### config.mk
export PLATFORM = sky130hd
export DESIGN_NAME = pkidx_seq
export DESIGN_NICKNAME = d
export VERILOG_FILES = /design/src/rtl/pkidx_pkg.sv /design/src/rtl/pkidx_plan.sv /design/src/rtl/pkidx_walker.sv /design/src/rtl/pkidx_seq.sv
export SDC_FILE = /design/constraint.sdc
export NUM_CORES = 1
export LEC_CHECK = 0
export BUFFER_PORTS_ARGS = -buffer_cell sky130_fd_sc_hd__buf_4
export CAP_MARGIN = 30
export CORE_ASPECT_RATIO = 0.8
export CORE_UTILIZATION = 40
export CTS_CLUSTER_DIAMETER = 80
export DETAILED_ROUTE_END_ITERATION = 10
export PLACE_DENSITY_LB_ADDON = 0.2
export REMOVE_ABC_BUFFERS = 1
export SETUP_SLACK_MARGIN = 0.05
export SYNTH_ARGS = -nofsm -noshare
export SYNTH_HDL_FRONTEND = slang
export SYNTH_SLANG_ARGS = --single-unit
### constraint.sdc
create_clock -name clk -period 4.27 [get_ports clk]
set_input_delay 0.854 -clock clk [delete_from_list [all_inputs] [get_ports clk]]
set_output_delay 0.854 -clock clk [all_outputs]
set_load 0.1 [all_outputs]
### src/rtl/pkidx_pkg.sv
package pkidx_pkg;
    parameter int VL_W    = 7;
    parameter int SUB_W   = 3;
    parameter int OFF_W   = 8;
    parameter int CNT_W   = OFF_W + 1;
    parameter int MAX_VL  = 64;
    parameter int MAX_SUB = 4;

    typedef enum logic [1:0] {
        ST_IDLE = 2'd0,
        ST_RUN  = 2'd1,
        ST_FIN  = 2'd2
    } seq_state_e;
endpackage

### src/rtl/pkidx_plan.sv
module pkidx_plan
    import pkidx_pkg::*;
#(
    parameter int P_VL_W    = VL_W,
    parameter int P_SUB_W   = SUB_W,
    parameter int P_CNT_W   = CNT_W,
    parameter int P_MAX_VL  = MAX_VL,
    parameter int P_MAX_SUB = MAX_SUB
) (
    input  logic [P_VL_W-1:0]  vl,
    input  logic [P_SUB_W-1:0] s_sub,
    input  logic [P_SUB_W-1:0] d_sub,
    input  logic               split,
    output logic [P_SUB_W-1:0] src_eff,
    output logic [P_CNT_W-1:0] total,
    output logic               bad
);
    localparam logic [P_VL_W-1:0]  VL_LIM  = P_VL_W'(P_MAX_VL);
    localparam logic [P_SUB_W-1:0] SUB_LIM = P_SUB_W'(P_MAX_SUB);

    function automatic logic rem_nz(input logic [P_CNT_W-1:0] t,
                                    input logic [P_SUB_W-1:0] s);
        case (s)
            P_SUB_W'(2): return t[0];
            P_SUB_W'(3): return (t % P_CNT_W'(3)) != '0;
            P_SUB_W'(4): return t[1:0] != 2'b00;
            default:     return 1'b0;
        endcase
    endfunction

    logic [P_SUB_W-1:0] mx;
    logic [P_CNT_W-1:0] vx;
    logic               range_bad;

    always_comb begin
        src_eff = split ? s_sub : d_sub;
        mx      = (src_eff > d_sub) ? src_eff : d_sub;
        vx      = P_CNT_W'(vl);
        case (mx)
            P_SUB_W'(1): total = vx;
            P_SUB_W'(2): total = vx << 1;
            P_SUB_W'(3): total = (vx << 1) + vx;
            P_SUB_W'(4): total = vx << 2;
            default:     total = '0;
        endcase
        range_bad = (d_sub == '0) || (d_sub > SUB_LIM) ||
                    (src_eff == '0) || (src_eff > SUB_LIM) || (vl > VL_LIM);
        bad = range_bad || rem_nz(total, src_eff) || rem_nz(total, d_sub);
    end
endmodule

### src/rtl/pkidx_walker.sv
module pkidx_walker
    import pkidx_pkg::*;
#(
    parameter int P_OFF_W = OFF_W,
    parameter int P_SUB_W = SUB_W,
    parameter int P_CNT_W = CNT_W
) (
    input  logic               clk,
    input  logic               rst_n,
    input  logic               load,
    input  logic               step,
    input  logic               strided,
    input  logic [P_SUB_W-1:0] sub,
    input  logic [P_CNT_W-1:0] total,
    output logic [P_OFF_W-1:0] off
);
    typedef struct packed {
        logic [P_OFF_W-1:0] off;
        logic [P_SUB_W-1:0] j;
    } wk_t;

    wk_t                q, d;
    logic [P_CNT_W-1:0] sum;

    always_comb begin
        d   = q;
        sum = P_CNT_W'(q.off) + P_CNT_W'(sub);
        if (load) begin
            d.off = '0;
            d.j   = '0;
        end else if (step) begin
            if (!strided) begin
                d.off = q.off + P_OFF_W'(1);
            end else if (sum >= total) begin
                d.off = P_OFF_W'(q.j) + P_OFF_W'(1);
                d.j   = q.j + P_SUB_W'(1);
            end else begin
                d.off = sum[P_OFF_W-1:0];
            end
        end
    end

    always_ff @(posedge clk or negedge rst_n) begin
        if (!rst_n) q <= '0;
        else        q <= d;
    end

    assign off = q.off;


    off_in_range_chk: assert property (@(posedge clk) disable iff (!rst_n)
        step |-> (P_CNT_W'(q.off) < total));


    outer_idx_chk: assert property (@(posedge clk) disable iff (!rst_n)
        (step && strided) |-> (q.j < sub));
endmodule

### src/rtl/pkidx_seq.sv
module pkidx_seq
    import pkidx_pkg::*;
#(
    parameter int P_VL_W    = VL_W,
    parameter int P_SUB_W   = SUB_W,
    parameter int P_OFF_W   = OFF_W,
    parameter int P_MAX_VL  = MAX_VL,
    parameter int P_MAX_SUB = MAX_SUB
) (
    input  logic               clk,
    input  logic               rst_n,
    input  logic               start,
    input  logic [P_VL_W-1:0]  vec_len,
    input  logic               split_mode,
    input  logic [P_SUB_W-1:0] src_sub,
    input  logic [P_SUB_W-1:0] dst_sub,
    input  logic               cancel,
    input  logic               irq_req,
    input  logic               out_ready,
    output logic               out_valid,
    output logic [P_OFF_W-1:0] src_off,
    output logic [P_OFF_W-1:0] dst_off,
    output logic               busy,
    output logic               done,
    output logic               len_err,
    output logic               irq_ack
);
    localparam int LC_W  = P_OFF_W + 1;
    localparam int SIDES = 2;

    typedef struct packed {
        seq_state_e         st;
        logic [LC_W-1:0]    cnt;
        logic [LC_W-1:0]    tot;
        logic [P_SUB_W-1:0] ssub;
        logic [P_SUB_W-1:0] dsub;
        logic               strided;
        logic               err;
    } ctl_t;

    ctl_t               q, d;
    logic [P_SUB_W-1:0] src_eff;
    logic [LC_W-1:0]    plan_total;
    logic               plan_bad;
    logic               accept;
    logic               load;
    logic [P_OFF_W-1:0] offs [SIDES];

    pkidx_plan #(
        .P_VL_W   (P_VL_W),
        .P_SUB_W  (P_SUB_W),
        .P_CNT_W  (LC_W),
        .P_MAX_VL (P_MAX_VL),
        .P_MAX_SUB(P_MAX_SUB)
    ) plan_i (
        .vl     (vec_len),
        .s_sub  (src_sub),
        .d_sub  (dst_sub),
        .split  (split_mode),
        .src_eff(src_eff),
        .total  (plan_total),
        .bad    (plan_bad)
    );

    assign accept = (q.st == ST_RUN) && out_ready && !cancel;
    assign load   = (q.st == ST_IDLE) && start;

    always_comb begin
        d     = q;
        d.err = 1'b0;
        case (q.st)
            ST_IDLE: begin
                if (start) begin
                    d.tot     = plan_total;
                    d.cnt     = plan_total;
                    d.ssub    = src_eff;
                    d.dsub    = dst_sub;
                    d.strided = split_mode;
                    if (plan_bad || vec_len == '0) begin
                        d.st  = ST_FIN;
                        d.err = plan_bad;
                    end else begin
                        d.st  = ST_RUN;
                    end
                end
            end
            ST_RUN: begin
                if (cancel) begin
                    d.st = ST_IDLE;
                end else if (accept) begin
                    d.cnt = q.cnt - LC_W'(1);
                    if (q.cnt == LC_W'(1)) d.st = ST_FIN;
                end
            end
            default: d.st = ST_IDLE;
        endcase
    end

    always_ff @(posedge clk or negedge rst_n) begin
        if (!rst_n) begin
            q    <= '0;
            q.st <= ST_IDLE;
        end else begin
            q    <= d;
        end
    end

    for (genvar g = 0; g < SIDES; g++) begin : g_side
        pkidx_walker #(
            .P_OFF_W(P_OFF_W),
            .P_SUB_W(P_SUB_W),
            .P_CNT_W(LC_W)
        ) walk_i (
            .clk    (clk),
            .rst_n  (rst_n),
            .load   (load),
            .step   (accept),
            .strided(q.strided),
            .sub    ((g == 0) ? q.ssub : q.dsub),
            .total  (q.tot),
            .off    (offs[g])
        );
    end

    assign src_off   = offs[0];
    assign dst_off   = offs[1];
    assign out_valid = (q.st == ST_RUN);
    assign busy      = (q.st == ST_RUN);
    assign done      = (q.st == ST_FIN);
    assign len_err   = q.err;
    assign irq_ack   = irq_req && (q.st != ST_RUN);


    hold_stable_chk: assert property (@(posedge clk) disable iff (!rst_n)
        (out_valid && !out_ready && !cancel) |=>
            (out_valid && $stable(src_off) && $stable(dst_off)));


    last_pair_chk: assert property (@(posedge clk) disable iff (!rst_n)
        (accept && q.cnt == LC_W'(1)) |=> (done && !out_valid));


    done_pulse_chk: assert property (@(posedge clk) disable iff (!rst_n)
        done |=> !done);


    zero_len_chk: assert property (@(posedge clk) disable iff (!rst_n)
        (start && !busy && !done && vec_len == '0) |=> (done && !out_valid && !len_err));


    irq_hold_chk: assert property (@(posedge clk) disable iff (!rst_n)
        busy |-> !irq_ack);


    cancel_idle_chk: assert property (@(posedge clk) disable iff (!rst_n)
        (busy && cancel) |=> (!busy && !done));
endmodule

# Yosys cells after proc, flatten, opt, wreduce, memory -nomap -nowiden
# Cells that the tools add are included.
dict set report op_classes {
  n_addsub 10
  n_mul 0
  div_mod_pow 1
  n_lt_le_gt_ge 6
  n_eq_ne 19
  n_shift 0
  muxes 27
  bitwise 0
  reduce_logical 28
}
# op count
set op_table {}
lappend op_table {{11-bit 2-to-1 mux} 5}
lappend op_table {{9-bit case mux with 4 select lines} 1}
lappend op_table {{8-bit 2-to-1 mux} 4}
lappend op_table {{28-bit 2-to-1 mux} 1}
lappend op_table {{8-bit by 3-bit adder with 9-bit output} 2}
lappend op_table {{3-bit by 2-bit equality test with 1-bit output, second input constant} 6}
lappend op_table {{9-bit >= comparator} 2}
lappend op_table {{3-bit 2-to-1 mux} 6}
lappend op_table {{9-bit case mux with 2 select lines} 1}
lappend op_table {{8-bit by 1-bit adder with 8-bit output, second input constant} 2}
lappend op_table {{2-bit nonzero test} 6}
lappend op_table {{8-bit by 7-bit adder with 9-bit output} 1}
lappend op_table {{3-bit equality test, second input constant} 3}
lappend op_table {{9-bit by 1-bit equality test with 1-bit output, second input constant} 1}
lappend op_table {{9-bit by 2-bit remainder unit with 9-bit output, second input constant} 1}
lappend op_table {{9-bit 2-to-1 mux} 1}
lappend op_table {{3-bit AND reduction} 3}
lappend op_table {{9-bit nonzero test} 1}
lappend op_table {{9-bit by 1-bit subtractor with 9-bit output, second input constant} 1}
lappend op_table {{3-bit by 1-bit adder with 4-bit output, second input constant} 2}
lappend op_table {{7-bit > comparator, second input constant} 1}
lappend op_table {{7-bit logical NOT} 1}
lappend op_table {{1-bit logical OR} 7}
lappend op_table {{3-bit by 1-bit adder with 3-bit output, second input constant} 2}
lappend op_table {{other kinds (18)} 30}
dict set report totals {
  reg_bits 50
  latchBits 0
  ramBits 0
  mem_bits_ro 0
  in_bits 20
  output_inout_bits 21
  elab_cells 102
  memories 0
}

# Depth between registers and ports, before layout
dict set report logic_depth {
  ltp_word 14
  ltp_mapped 32
}

# Cells and area by module
# Synthesis repeated with hierarchy kept, for this count alone.
dict set report hier_totals {
  cells_unflattened 753
  area_unflattened_um2 6134.6
}
# mod instances cells_each area_per_inst_um2
set by_module_without_submodules {}
lappend by_module_without_submodules {pkidx_walker 2 138 1186.1}
lappend by_module_without_submodules {pkidx_plan 1 324 2332.2}
lappend by_module_without_submodules {pkidx_seq 1 153 1430.1}

# Least setup slack after synthesis
# OpenSTA, ideal clock, no wires.
dict set report synth_path {
  path_kind {input to register}
  startpoint {in dst_sub[1]}
  endpoint {reg q[26] in the netlist's numbering}
  setup_time_ps 92
  t_arrival_ps 6968
  setup_slack_ps -2790
  path_stages 28
  cell_sequence {inv_1 o21a_1 inv_1 ha_1 and3b_1 or2_4 a311o_1 buf_2 o21ai_0 a21o_1 nand2_1 ha_1 a41o_1 a22oi_1 and2_1 a41o_1 a221o_1 o311ai_2 a31oi_1 a22oi_1 a21oi_2 a21oi_1 ha_1 a2111o_1 or4_1 a311oi_2 nand2b_1 o31ai_2}
}
dict set report synth_between {
  elab_chain_cells 14
}
# element line_no
set synth_lines {}
lappend synth_lines {{from (decl)} pkidx_seq.sv:16} ;# input logic [P_SUB_W-1:0] dst_sub,
lappend synth_lines {{3-bit 2-to-1 mux (*)} pkidx_plan.sv:36} ;# src_eff = split ? s_sub : d_sub;
lappend synth_lines {{via plan_i.src_eff[1]} pkidx_plan.sv:14} ;# output logic [P_SUB_W-1:0] src_eff,
lappend synth_lines {{3-bit > comparator} pkidx_plan.sv:37} ;# mx = (src_eff > d_sub) ? src_eff : d_sub;
lappend synth_lines {{3-bit 2-to-1 mux} pkidx_plan.sv:37}
lappend synth_lines {{3-bit equality test (tied with other cells)} pkidx_plan.sv:39} ;# case (mx)
lappend synth_lines {{9-bit case mux with 4 select lines} pkidx_plan.sv:39}
lappend synth_lines {{9-bit by 2-bit remainder unit with 9-bit output} pkidx_plan.sv:25} ;# P_SUB_W'(3): return (t % P_CNT_W'(3)) != '0;
lappend synth_lines {{9-bit nonzero test} pkidx_plan.sv:25}
lappend synth_lines {{1-bit case mux with 3 select lines} pkidx_plan.sv:23} ;# case (s)
lappend synth_lines {{1-bit logical OR} pkidx_plan.sv:48} ;# bad = range_bad || rem_nz(total, src_eff) || rem_nz(total, d_sub);
lappend synth_lines {{1-bit logical OR (*)} pkidx_plan.sv:48}
lappend synth_lines {{1-bit logical OR (*)} pkidx_seq.sv:79} ;# if (plan_bad || vec_len == '0) begin
lappend synth_lines {{2-bit 2-to-1 mux (*)} pkidx_seq.sv:79}
lappend synth_lines {{28-bit 2-to-1 mux (*)} pkidx_seq.sv:73} ;# if (start) begin
lappend synth_lines {{2-bit case mux with 2 select lines (*)} pkidx_seq.sv:71} ;# case (q.st)
lappend synth_lines {{to (decl)} pkidx_seq.sv:41} ;# ctl_t q, d;
# Mark *: on every way through the listed nets, which the timed path passes. The rest lies on a longest branch. The select of a mux whose other input is x is not followed.
# A chain may end at the register's enable or synchronous reset.

==> metrics.txt <==
status=finished with violations; failing checks=negative setup slack; die span in x=between 100 and 150 um; number of global-route vias before repair=between 5000 and 6000; Max Buffers Root-to-Sink=2; Worst-Margin Slew=roughly 920 ps; Hold Crit Depth=2; slew margin rel.=0.385; crit end category=register; Nets=988; Psw=between 1500 and 2000 uW; static leakage=0.00371 uW; Worst Path Arrival=6790 ps; final std cells w/o fill=approximately 1100; Yosys reg bits=50; Hold Path End=q[10]; I/O Pins=41; Port-buffer cells=40; DRC Markers=0; first-pass GRT wire length=around 29000 um; post-synthesis async set-or-reset flop share=1.00; CP Launch Type=input port; ANT cells=0; per-cell routed wire length=approximately 16 um; post-synth top area cell=dfrtp_1; power density over the cells=461 nW/um^2; Peak VDD IR=around 0.00022 V; cell total after placement=~1100; compound-cell area share of the yosys netlist=0.282; CTS sink cnt=50; Num CTS Buffers=5; main combinational cell family by area after synthesis=compound AO/OA/AOI/OAI gates; total chip power=about 3600 uW; maximum achievable frequency=between 150 and 200 MHz; CP max stage delay=430 ps; Crit Path Max Fanout=8; layout cells sized above 1=0.339; Final Util=0.572; Ys Warns=0; maxcap violations=0; r2r worst-path depth=19; Clock Power Share=0.124; Sw Share=0.426; Pre-Repair DR Iteration Count=7; source of the worst hold timing path=q[10]; RSZ-0062 raised after global routing=yes; critical path launch point=split_mode; R2R setup slack=470 ps; simple-gate area share of the yosys netlist=0.229; post-synth top area share=0.220; sequential share of power=0.165; adder-cell share of the synthesized area=0.114; Post-DP HPWL=around 14000 um; largest cells by area after synthesis=dfrtp_1, ha_1, o21ai_0; r2r startpoint=g_side[1].walk_i.off[1]; H-tree depth=2; Min-Delay Path Class=reg -> reg; final worst slack=-2340 ps; EDFF count, synth=0; Final min period=6610 ps; Post-Syn Area=5690 um^2; # hold bufs at CTS=0; Area growth, synth to finish=38.1%; Vias/cell=5.72; xor and xnor fraction of the mapped netlist area=0.0523; Main synth FF type=dfrtp_1; post-synthesis mux area share=0.0301; antenna violations before repair=0; Overflow after GRT=0; crit share post-route=1.55; worst clock skew=6.09 ps; All-Layer GR Usage=0.245; row count=38; final hold vios=0; core area=between 10000 and 15000 um^2; latest clock arrival within the worst-skew pair=290 ps; starting density of the core=0.414; synth unique cells=85; Worst Setup Path Type=in -> reg; Finish-stage setup viols=3; Post-Syn Area per Cell=approximately 8 um^2; initial DRC count=480; WP data required=between 4000 and 5000 ps; ANT nets after route=0; Die Height=~110 um; Final Slew Violations=0; die area=14700 um^2; setup TNS=-6970 ps; post-synthesis instance total=slightly above 700; Internal Power=around 2100 uW; Logic pwr share=0.712; clock-pin slew on the worst setup and hold paths=around 60 ps; reg2reg end=g_side[1].walk_i.off[0]; crit path max-delay cell type=or4_4; routed vias=roughly 6300; clk root buf=clkbuf_16; routability cong.=0.973; CTS tree=done; Seq/Total Area, Yosys=0.220; largest net degree at the start of global routing=51; drt total wl=approximately 17000 um
[metrics by stage]
stage	hold slack (ps)	instance area, um^2	worst slack, ps
2_1_floorplan	450	5410	-2910
3_3_place_gp	468	7170	-2640
3_5_place_dp	472	7170	-2890
4_1_cts	487	7630	-2180
5_1_grt	500	7860	-2580
6_report	480	7860	-2340
[state kept, by name, indices dropped and copies added, names as in the netlist]
name               cells
q                     27
len_err                1
g_side.walk_i.q        6
g_side.walk_i.off     16
[area by class of cell]
cell class | count | area, um^2
multi-input cells | 590 | 4280
repair buffers | 235 | 1800
clock buffers | 6 | 129
clock inverters | 2 | 37.5
flip-flops and latches | 50 | 1250
fillers | 1217 | 5880
inverters | 36 | 135
well taps | 180 | 225
[worst max-delay path, delay by kind of cell]
family                   cells  cell delay [ps]
adder cells (fa/ha/maj)      3              640
multiplexers                 3              760
AO/OA/AOI/OAI                9             1880
buffers and inverters        4              480
AND/OR/NAND/NOR             11             2140
[routing by layer]
layer	part of all wire	vias up	GRT usage	wire length, um
li1	-	3061	-	-
met1	0.47	3009	0.330	8120
met2	0.47	198	0.410	8110
met3	0.050	19	0.0330	874
met4	0.017	0	0.0674	297
met5	0	-	0	0
[kinds of logic (layout without fill, tap and decap cells)]
kind of cell,count (synthesis),after routing
adders and majority gates,50,50
buffers and inverters,87,279
AOI/OAI and AO/OA,230,230
and+or+nand+nor,260,260
muxes,16,16
DFF,50,50
xor gates and xnor gates,34,34
[how the worst max path moves through the flow]
stage,end,cells past startpoint
floorplan,q[26],27
global placement,q[26],27
detailed placement,q[26],31
CTS,q[26],30
global route,q[26],31
finish,len_err,30
[cells in the final DEF, fill, tap and decap left out, types with 19 or more instances in the layout]
cell type  count
nand2_1       61
inv_1         32
ha_1          42
xnor2_1       19
a21oi_1       38
nor2_1        63
buf_4        228
o21ai_0       58
nor3_1        24
nand3_1       26
dfrtp_1       50
[cells in the mapped netlist (3+ instances only)]
master / n
nor2_1: 64
nand2_1: 62
o21ai_0: 60
dfrtp_1: 50
ha_1: 47
a21oi_1: 43
inv_1: 35
nand3_1: 28
nor3_1: 28
clkbuf_1: 22
buf_4: 20
xnor2_1: 19
nand2b_1: 16
xor2_1: 15
a31oi_1: 14
mux2i_1: 13
a211oi_1: 12
a21o_1: 11
and2_1: 8
nor4_1: 8
o211ai_1: 8
buf_2: 7
nor2b_1: 7
o22ai_1: 7
nand4_1: 6
o21a_1: 6
or3_1: 6
a32oi_1: 5
and3_1: 5
a211o_1: 4
a22o_1: 4
a41o_1: 4
o21ai_1: 4
or2_2: 4
a311o_1: 3
a311oi_1: 3
a311oi_2: 3
fa_1: 3
o221ai_1: 3
o31ai_1: 3
[power by group through the flow]
stage | Clock (uW) | Sequential (uW) | Combinational [uW]
detailed placement | 0 | 605 | 2180
floorplan | 0 | 633 | 1210
finish | 448 | 597 | 2580
CTS | 460 | 597 | 2410
global placement | 0 | 602 | 2150
global route | 477 | 609 | 2800
[timing repair]
item / 4_1_cts / 5_1_grt
endpoints found under the setup margin: 3 / 3
gates resized for setup: 38 / 20
setup buffers: 15 / 17
pin swaps: 15 / 21
Power figures use the tool's default switching activity.
